### config.mk
export PLATFORM = sky130hd
export DESIGN_NAME = xlat_tag_cache
export DESIGN_NICKNAME = d
export VERILOG_FILES = /design/src/rtl/xlat_cache_pkg.sv /design/src/rtl/xlat_mode_tag.sv /design/src/rtl/xlat_key_match.sv /design/src/rtl/xlat_victim_sel.sv /design/src/rtl/xlat_tag_cache.sv
export SDC_FILE = /design/constraint.sdc
export NUM_CORES = 2
export LEC_CHECK = 0
export CAP_MARGIN = 40
export CORE_ASPECT_RATIO = 1.25
export CORE_MARGIN = 5
export CORE_UTILIZATION = 64
export DETAILED_ROUTE_END_ITERATION = 12
export DONT_BUFFER_PORTS = 1
export GPL_TIMING_DRIVEN = 1
export MAX_ROUTING_LAYER = met4
export PLACE_DENSITY = 0.83
export SLEW_MARGIN = 20
export SYNTH_ARGS = -nofsm -noshare
export SYNTH_HDL_FRONTEND = slang
export SYNTH_SLANG_ARGS = --single-unit
### constraint.sdc
create_clock -name clk -period 5.31 [get_ports clk]
set_input_delay 0.2655 -clock clk [delete_from_list [all_inputs] [get_ports clk]]
set_output_delay 0.2655 -clock clk [all_outputs]
set_load 0.01 [all_outputs]
### src/rtl/xlat_cache_pkg.sv
package xlat_cache_pkg;

  typedef enum logic [1:0] {
    TAG_BYPASS = 2'd0,
    TAG_SINGLE = 2'd1,
    TAG_GONLY  = 2'd2,
    TAG_NESTED = 2'd3
  } xlat_tag_e;

  localparam int PERM_W = 2;
  localparam logic [PERM_W-1:0] PERM_NONE = '0;

endpackage

### src/rtl/xlat_mode_tag.sv
module xlat_mode_tag
  import xlat_cache_pkg::*;
#(
  parameter int MODE_W = 4
) (
  input  logic [MODE_W-1:0] fs_mode,
  input  logic [MODE_W-1:0] gs_mode,
  output xlat_tag_e         tag
);

  logic fs_bare;
  logic gs_bare;

  assign fs_bare = (fs_mode == '0);
  assign gs_bare = (gs_mode == '0);

  always_comb begin
    unique case ({fs_bare, gs_bare})
      2'b11:   tag = TAG_BYPASS;
      2'b10:   tag = TAG_GONLY;
      2'b01:   tag = TAG_SINGLE;
      default: tag = TAG_NESTED;
    endcase
  end

endmodule

### src/rtl/xlat_key_match.sv
module xlat_key_match
  import xlat_cache_pkg::*;
#(
  parameter int ENTRIES = 8,
  parameter int IOVA_W  = 44,
  parameter int GSCID_W = 16,
  parameter int PSCID_W = 20
) (
  input  logic [IOVA_W-1:0]  e_iova  [ENTRIES],
  input  logic [GSCID_W-1:0] e_gscid [ENTRIES],
  input  logic [PSCID_W-1:0] e_pscid [ENTRIES],
  input  xlat_tag_e          e_tag   [ENTRIES],
  input  logic [ENTRIES-1:0] e_live,
  input  logic [IOVA_W-1:0]  lk_iova,
  input  logic [GSCID_W-1:0] lk_gscid,
  input  logic [PSCID_W-1:0] lk_pscid,
  input  xlat_tag_e          lk_tag,
  input  logic               inv_valid,
  input  xlat_tag_e          inv_tag,
  input  logic               inv_gscid_en,
  input  logic               inv_pscid_en,
  input  logic               inv_iova_en,
  input  logic [GSCID_W-1:0] inv_gscid,
  input  logic [PSCID_W-1:0] inv_pscid,
  input  logic [IOVA_W-1:0]  inv_iova,
  output logic [ENTRIES-1:0] lk_match,
  output logic [ENTRIES-1:0] inv_match
);

  for (genvar i = 0; i < ENTRIES; i++) begin : g_cmp
    logic tag_lk_eq;
    logic tag_inv_eq;
    logic g_ok;
    logic p_ok;
    logic a_ok;

    assign tag_lk_eq  = (e_tag[i] == lk_tag);
    assign tag_inv_eq = (e_tag[i] == inv_tag);

    assign lk_match[i] = e_live[i] && tag_lk_eq &&
                         (e_iova[i]  == lk_iova)  &&
                         (e_gscid[i] == lk_gscid) &&
                         (e_pscid[i] == lk_pscid);

    assign g_ok = !inv_gscid_en || (e_gscid[i] == inv_gscid);
    assign p_ok = !inv_pscid_en || (e_pscid[i] == inv_pscid);
    assign a_ok = !inv_iova_en  || (e_iova[i]  == inv_iova);

    assign inv_match[i] = inv_valid && tag_inv_eq && g_ok && p_ok && a_ok;
  end

endmodule

### src/rtl/xlat_victim_sel.sv
module xlat_victim_sel #(
  parameter int ENTRIES = 8,
  localparam int IDX_W  = (ENTRIES > 1) ? $clog2(ENTRIES) : 1
) (
  input  logic               clk,
  input  logic               rst,
  input  logic [ENTRIES-1:0] e_live,
  input  logic               fill_valid,
  output logic [IDX_W-1:0]   victim
);

  localparam logic [IDX_W-1:0] LAST_IDX = IDX_W'(ENTRIES - 1);

  logic [IDX_W-1:0] rr_ptr;
  logic [IDX_W-1:0] free_idx;
  logic             any_free;

  always_comb begin
    free_idx = '0;
    any_free = 1'b0;
    for (int i = ENTRIES - 1; i >= 0; i--) begin
      if (!e_live[i]) begin
        free_idx = IDX_W'(i);
        any_free = 1'b1;
      end
    end
  end

  assign victim = any_free ? free_idx : rr_ptr;

  always_ff @(posedge clk) begin
    if (rst) begin
      rr_ptr <= '0;
    end else if (fill_valid && !any_free) begin
      rr_ptr <= (rr_ptr == LAST_IDX) ? '0 : rr_ptr + 1'b1;
    end
  end

endmodule

### src/rtl/xlat_tag_cache.sv
module xlat_tag_cache
  import xlat_cache_pkg::*;
#(
  parameter int ENTRIES = 8,
  parameter int IOVA_W  = 44,
  parameter int PPN_W   = 44,
  parameter int GSCID_W = 16,
  parameter int PSCID_W = 20,
  parameter int MODE_W  = 4
) (
  input  logic               clk,
  input  logic               rst,
  input  logic               lk_valid,
  input  logic [IOVA_W-1:0]  lk_iova,
  input  logic [GSCID_W-1:0] lk_gscid,
  input  logic [PSCID_W-1:0] lk_pscid,
  input  logic [MODE_W-1:0]  lk_fs_mode,
  input  logic [MODE_W-1:0]  lk_gs_mode,
  output logic               rsp_valid,
  output logic               rsp_hit,
  output logic [PPN_W-1:0]   rsp_ppn,
  output logic [1:0]         rsp_perm,
  output logic [1:0]         rsp_tag,
  input  logic               fill_valid,
  input  logic [IOVA_W-1:0]  fill_iova,
  input  logic [GSCID_W-1:0] fill_gscid,
  input  logic [PSCID_W-1:0] fill_pscid,
  input  logic [1:0]         fill_tag,
  input  logic [PPN_W-1:0]   fill_ppn,
  input  logic [1:0]         fill_perm,
  input  logic               inv_valid,
  input  logic [1:0]         inv_tag,
  input  logic               inv_gscid_en,
  input  logic               inv_pscid_en,
  input  logic               inv_iova_en,
  input  logic [GSCID_W-1:0] inv_gscid,
  input  logic [PSCID_W-1:0] inv_pscid,
  input  logic [IOVA_W-1:0]  inv_iova
);

  localparam int IDX_W = (ENTRIES > 1) ? $clog2(ENTRIES) : 1;

  // entry storage
  logic [IOVA_W-1:0]  e_iova  [ENTRIES];
  logic [GSCID_W-1:0] e_gscid [ENTRIES];
  logic [PSCID_W-1:0] e_pscid [ENTRIES];
  xlat_tag_e          e_tag   [ENTRIES];
  logic [PPN_W-1:0]   e_ppn   [ENTRIES];
  logic [PERM_W-1:0]  e_perm  [ENTRIES];
  logic [ENTRIES-1:0] e_live;

  xlat_tag_e          lk_tag;
  logic [ENTRIES-1:0] lk_match;
  logic [ENTRIES-1:0] inv_match;
  logic [IDX_W-1:0]   victim;

  logic               sel_hit;
  logic [PPN_W-1:0]   sel_ppn;
  logic [PERM_W-1:0]  sel_perm;

  for (genvar i = 0; i < ENTRIES; i++) begin : g_live
    assign e_live[i] = (e_perm[i] != PERM_NONE);
  end

  xlat_mode_tag #(
    .MODE_W (MODE_W)
  ) u_mode_tag (
    .fs_mode (lk_fs_mode),
    .gs_mode (lk_gs_mode),
    .tag     (lk_tag)
  );

  xlat_key_match #(
    .ENTRIES (ENTRIES),
    .IOVA_W  (IOVA_W),
    .GSCID_W (GSCID_W),
    .PSCID_W (PSCID_W)
  ) u_match (
    .e_iova       (e_iova),
    .e_gscid      (e_gscid),
    .e_pscid      (e_pscid),
    .e_tag        (e_tag),
    .e_live       (e_live),
    .lk_iova      (lk_iova),
    .lk_gscid     (lk_gscid),
    .lk_pscid     (lk_pscid),
    .lk_tag       (lk_tag),
    .inv_valid    (inv_valid),
    .inv_tag      (xlat_tag_e'(inv_tag)),
    .inv_gscid_en (inv_gscid_en),
    .inv_pscid_en (inv_pscid_en),
    .inv_iova_en  (inv_iova_en),
    .inv_gscid    (inv_gscid),
    .inv_pscid    (inv_pscid),
    .inv_iova     (inv_iova),
    .lk_match     (lk_match),
    .inv_match    (inv_match)
  );

  xlat_victim_sel #(
    .ENTRIES (ENTRIES)
  ) u_victim (
    .clk        (clk),
    .rst        (rst),
    .e_live     (e_live),
    .fill_valid (fill_valid),
    .victim     (victim)
  );

  // lowest matching index wins
  always_comb begin
    sel_hit  = 1'b0;
    sel_ppn  = '0;
    sel_perm = PERM_NONE;
    for (int i = ENTRIES - 1; i >= 0; i--) begin
      if (lk_match[i]) begin
        sel_hit  = 1'b1;
        sel_ppn  = e_ppn[i];
        sel_perm = e_perm[i];
      end
    end
  end

  // permission: invalidate first, fill written after it
  always_ff @(posedge clk) begin
    if (rst) begin
      for (int i = 0; i < ENTRIES; i++) e_perm[i] <= PERM_NONE;
    end else begin
      for (int i = 0; i < ENTRIES; i++) begin
        if (inv_match[i]) e_perm[i] <= PERM_NONE;
        if (fill_valid && victim == IDX_W'(i)) e_perm[i] <= fill_perm;
      end
    end
  end

  // key and payload fields carry no reset
  always_ff @(posedge clk) begin
    for (int i = 0; i < ENTRIES; i++) begin
      if (fill_valid && victim == IDX_W'(i)) begin
        e_iova[i]  <= fill_iova;
        e_gscid[i] <= fill_gscid;
        e_pscid[i] <= fill_pscid;
        e_tag[i]   <= xlat_tag_e'(fill_tag);
        e_ppn[i]   <= fill_ppn;
      end
    end
  end

  // registered response
  always_ff @(posedge clk) begin
    if (rst) begin
      rsp_valid <= 1'b0;
      rsp_hit   <= 1'b0;
      rsp_ppn   <= '0;
      rsp_perm  <= PERM_NONE;
      rsp_tag   <= TAG_BYPASS;
    end else begin
      rsp_valid <= lk_valid;
      rsp_hit   <= lk_valid && sel_hit;
      rsp_ppn   <= (lk_valid && sel_hit) ? sel_ppn : '0;
      rsp_perm  <= (lk_valid && sel_hit) ? sel_perm : PERM_NONE;
      rsp_tag   <= lk_tag;
    end
  end

endmodule

==> results of run 1 <==
[per-stage QoR]
step	worst slack (ns)	utilization (%)
2_1_floorplan	0.663	-
3_3_place_gp	1.44	65.5
3_5_place_dp	1.29	65.8
4_1_cts	1.17	71.7
[cells in the mapped netlist (all sizes together), types with 57 or more instances]
cell | number | area share [%]
buf | 117 | 1.3
o2111ai | 60 | 1.0
nor2 | 94 | 0.68
nor4 | 217 | 2.7
inv | 179 | 1.3
nand4 | 134 | 1.6
nand2b | 162 | 1.9
clkbuf | 122 | 0.88
xor2 | 718 | 12
edfxtp | 1024 | 59
xnor2 | 347 | 5.8
a21oi | 57 | 0.55
nor2b | 64 | 0.78
[cell families after synthesis]
group | Yosys count | synth area share [%]
simple gates | 835 | 9.38
xor+xnor | 1065 | 17.9
fa+ha+maj | 2 | 0.0480
flops | 1077 | 61.1
buf+inv | 418 | 3.46
mux | 26 | 0.500
compound gates | 476 | 7.62
[metal layers]
metal	track usage, %	overflow
met1	70.0	1
met2	89.2	11
met5	-	-
met4	67.0	19
met3	48.1	0
==> flow_metrics.py, run 1 <==
metrics = {
    "synth": {
        "async_flop_share_pct": 0,
        "ys_seq_area_share_pct": 61.1,
        "synth_fp_nets": 4207,
        "syn_area_um2": 52100,
        "yosys_warnings": 0,
        "synth_top_flop_cell": "edfxtp_1",
        "synth_cell_type_count": 64,
        "syn_area_per_cell_um2": 13.4,
        "synthCells": 3899,
        "synth_edf_count": 1024,
        "ys_ff_latch": 1077,
    },
    "global_route": {
        "grt_overflow": 31,
        "grt_max_degree": 74,
        "grt_first_pass_wirelength_mm": 401,
        "grt_pass1_vias": 43800,
        "grt_usage_pct": 70.4,
    },
    "place": {
        "place_inst": 4829,
        "postPlaceCellArea_um2": 53400,
        "dp.final_hpwl_mm": 202,
        "gp_congestion": 1.33,
        "io_buffers": 0,
    },
    "cts": {
        "cts_max_level": 3,
        "post-cts-setup-buffer-count": 0,
        "cts.sinks": 1077,
        "cts-root-buf": "clkbuf_16",
        "post_cts_resized": 0,
        "clk_path_buf_depth": 3,
        "hold_buffers": 132,
        "cts_buffers": 101,
    },
    "die": {
        "ioPinCount": 356,
        "fp-row-count": 117,
        "initial_core_util_pct": 64.2,
        "die_x_um": 265,
        "die_y_um": 329,
    },
    "status": {
        "error_line": "[ERROR GRT-0116] Global routing finished with congestion. Check the congestion regions in the DRC Viewer.",
        "status": "did not finish",
        "stop_stage": "global routing",
    },
}
==> run 2: changes to the inputs <==
--- a/config.mk
+++ b/config.mk
@@ -6,14 +6,12 @@
 export NUM_CORES = 2
 export LEC_CHECK = 0
 export CAP_MARGIN = 40
-export CORE_ASPECT_RATIO = 1.25
 export CORE_MARGIN = 5
-export CORE_UTILIZATION = 64
+export CORE_UTILIZATION = 40
 export DETAILED_ROUTE_END_ITERATION = 12
 export DONT_BUFFER_PORTS = 1
 export GPL_TIMING_DRIVEN = 1
-export MAX_ROUTING_LAYER = met4
-export PLACE_DENSITY = 0.83
+export PLACE_DENSITY_LB_ADDON = 0.15
 export SLEW_MARGIN = 20
 export SYNTH_ARGS = -nofsm -noshare
 export SYNTH_HDL_FRONTEND = slang
==> flow_metrics.py, run 2 <==
metrics = {
    "pwr": {
        "leakage_nw": 20.1,
        "ir_worst_vdd_v": 0.000336,
        "power_switching_w": 0.00544,
        "powerDensity_nw_per_um2": 341,
        "seq_power_share_pct": 48.7,
        "p_comb_share_pct": 10.1,
        "clock_power_share_pct": 41.2,
        "switching_share_pct": 26.6,
        "power.internal_w": 0.0150,
    },
    "routing": {
        "wl_per_cell_um": 52.6,
        "met2_length_mm": 125,
        "m1WireLength_mm": 125,
        "drt-initial-drc-count": 7255,
        "vias": 38900,
        "dr.pass1.iters": 6,
        "drc": 0,
        "routed_wl_mm": 312,
        "wl_met3_mm": 40.8,
        "highest_layer": "met5",
        "drtAntennaViolNets": 0,
        "routed_via_density": 6.56,
    },
    "cts": {
        "cts.sinks": 1077,
        "clk_latency_ns": 0.79,
        "post-cts-setup-buffer-count": 0,
        "hold_buffers": 133,
        "clk_path_buf_depth": 3,
        "post_cts_resized": 0,
        "clkTransAtPathRegs_ns": 0.06,
        "cts_tree": "yes",
        "cts_max_level": 3,
        "cts-root-buf": "clkbuf_16",
        "cts_buffers": 117,
    },
    "setup_path": {
        "cp-end-kind": "register",
        "critPathMaxFanout": 73,
        "startpoint_type": "register",
        "reg2reg_depth": 12,
        "critPathRequiredTime_ns": 5.94,
        "path_class": "reg2reg",
        "cp.arrival_ns": 5.08,
    },
    "synth": {
        "async_flop_share_pct": 0,
        "synth_edf_count": 1024,
        "yosys.area.top_type": "edfxtp_1",
        "synthCells": 3899,
        "synth_fp_nets": 4207,
        "synth_commonest_cells": "edfxtp_1, xor2_1, xnor2_1",
        "syn_area_um2": 52100,
        "yosys_warnings": 0,
        "syn_area_per_cell_um2": 13.4,
        "synth.most_common_cell": "edfxtp_1",
        "synth_cell_type_count": 64,
        "synth_top_area_share_pct": 59.0,
        "synth_area_leaders": "edfxtp_1, xor2_1, xnor2_1, nor4_1, dfxtp_1",
        "synth_top_flop_cell": "edfxtp_1",
        "ys_seq_area_share_pct": 61.1,
        "ys_ff_latch": 1077,
    },
    "sta": {
        "worst_pin_slew_ns": 1.07,
        "maxSlewViolCount": 0,
        "min_period_ns": 4.44,
        "hold_viol": 0,
        "setup_tns_ns": 0,
        "skew_ns": 0.0801,
        "finalCritPeriodShare_pct": 83.7,
        "grt_setup_unrepaired": "no",
        "max_freq_mhz": 225,
        "finalSetupViolations": 0,
        "maxSlewHeadroom_pct": 28.2,
    },
    "final_layout": {
        "reg_top3": "e_iova: 352 flops, e_ppn: 352 flops, e_pscid: 160 flops",
        "layout_commonest_cell": "edfxtp_1",
        "area_delta_synth_final_pct": 15.2,
        "layout.nets": 4370,
        "drive_gt1_share_pct": 10.4,
        "final_util_pct": 46.3,
        "multi_input_area_um2": 18600,
        "stdcell_count": 5931,
        "fillCellCount": 11800,
        "final_cell_mix": "edfxtp_1, xor2_1, xnor2_1, nor4_1, inv_1",
        "final-seq-area_um2": 31800,
        "final_area_um2": 60000,
    },
    "place": {
        "postPlaceCellArea_um2": 54600,
        "place_inst": 5544,
        "dp.final_hpwl_mm": 239,
        "gp_congestion": 1.08,
        "io_buffers": 0,
    },
    "die": {
        "die_x_um": 371,
        "fp.dieArea_um2": 138000,
        "ioPinCount": 356,
        "die_y_um": 371,
        "core_um2": 129000,
        "fp-row-count": 132,
        "initial_core_util_pct": 40.2,
    },
    "global_route": {
        "grt_first_pass_wirelength_mm": 391,
        "grt_usage_pct": 44.5,
        "grt_overflow": 0,
        "grt_max_degree": 77,
        "grt_pass1_vias": 35800,
        "grt_antenna_before_repair": 51,
    },
    "worst_hold_path": {
        "hold-path-cell-count": 1,
        "hp-class": "in2reg",
    },
    "flow_run": {
        "cap_viol_max_count": 0,
    },
    "status": {
        "status": "completed",
    },
}
-- run 2: cells by family after synthesis --
family	synth area share, %
AO/OA/AOI/OAI	7.62
XOR/XNOR	17.9
multiplexers	0.500
buffers and inverters	3.46
adder cells (fa/ha/maj)	0.0480
flip-flops	61.1
AND/OR/NAND/NOR	9.38
-- run 2: final timing paths --
kind	from	end	slack (ns)
worst min-delay path	fill_iova[0]	e_iova[88]	0.06
worst min register to register	u_victim.rr_ptr[1]	u_victim.rr_ptr[1]	0.54
worst max register to register	e_iova[296]	rsp_ppn[4]	0.87
worst max-delay path	e_iova[296]	rsp_ppn[4]	0.87
-- run 2: power groups by stage --
| stage | clock network [W] | logic (W) | registers [W] |
|---|---|---|---|
| final | 0.00843 | 0.00207 | 0.00996 |
| after global routing | 0.00883 | 0.00203 | 0.00996 |
| after CTS | 0.00848 | 0.00195 | 0.00994 |
| after detailed placement | 0 | 0.00169 | 0.0101 |
| after global placement | 0 | 0.00168 | 0.0101 |
| after floorplan | 0 | 0.000955 | 0.0100 |
-- run 2: stage by stage --
stage	total power [W]	setup WS (ns)	hold slack, ns
2_1_floorplan	0.0110	0.663	0.349
3_3_place_gp	0.0118	0.893	0.342
3_5_place_dp	0.0118	1.04	0.343
4_1_cts	0.0204	1.00	0.00330
5_1_grt	0.0208	1.09	0.0166
6_report	0.0205	0.866	0.0566
-- run 2: area by class of cell --
class | count | share of cell area [%]
antenna | 26 | 0.108
clock buffer | 163 | 5.35
clock inverter | 57 | 1.19
inverter | 179 | 1.19
multi-input combinational | 2404 | 31.1
sequential | 1077 | 53.0
tap | 1742 | 3.63
timing repair buffer | 283 | 4.45
-- run 2: worst max-delay path, cell delays in order, from the launching register on --
cell	delay (ns)
edfxtp_1	0.41
xor2_1	0.18
buf_4	0.20
nor4_1	0.62
nand4_1	0.43
nor3_1	0.61
nand4_1	0.47
buf_12	0.37
inv_1	0.16
nor3b_4	0.06
buf_4	0.29
a221oi_2	0.30
a211oi_2	0.11
-- run 2: layer usage --
metal,vias up,global-route usage (%)
met5,-,0
met2,3216,61.2
met4,16,23.6
met3,620,17.3
li1,14800,-
met1,20300,60.3
Power figures use the tool's default switching activity.
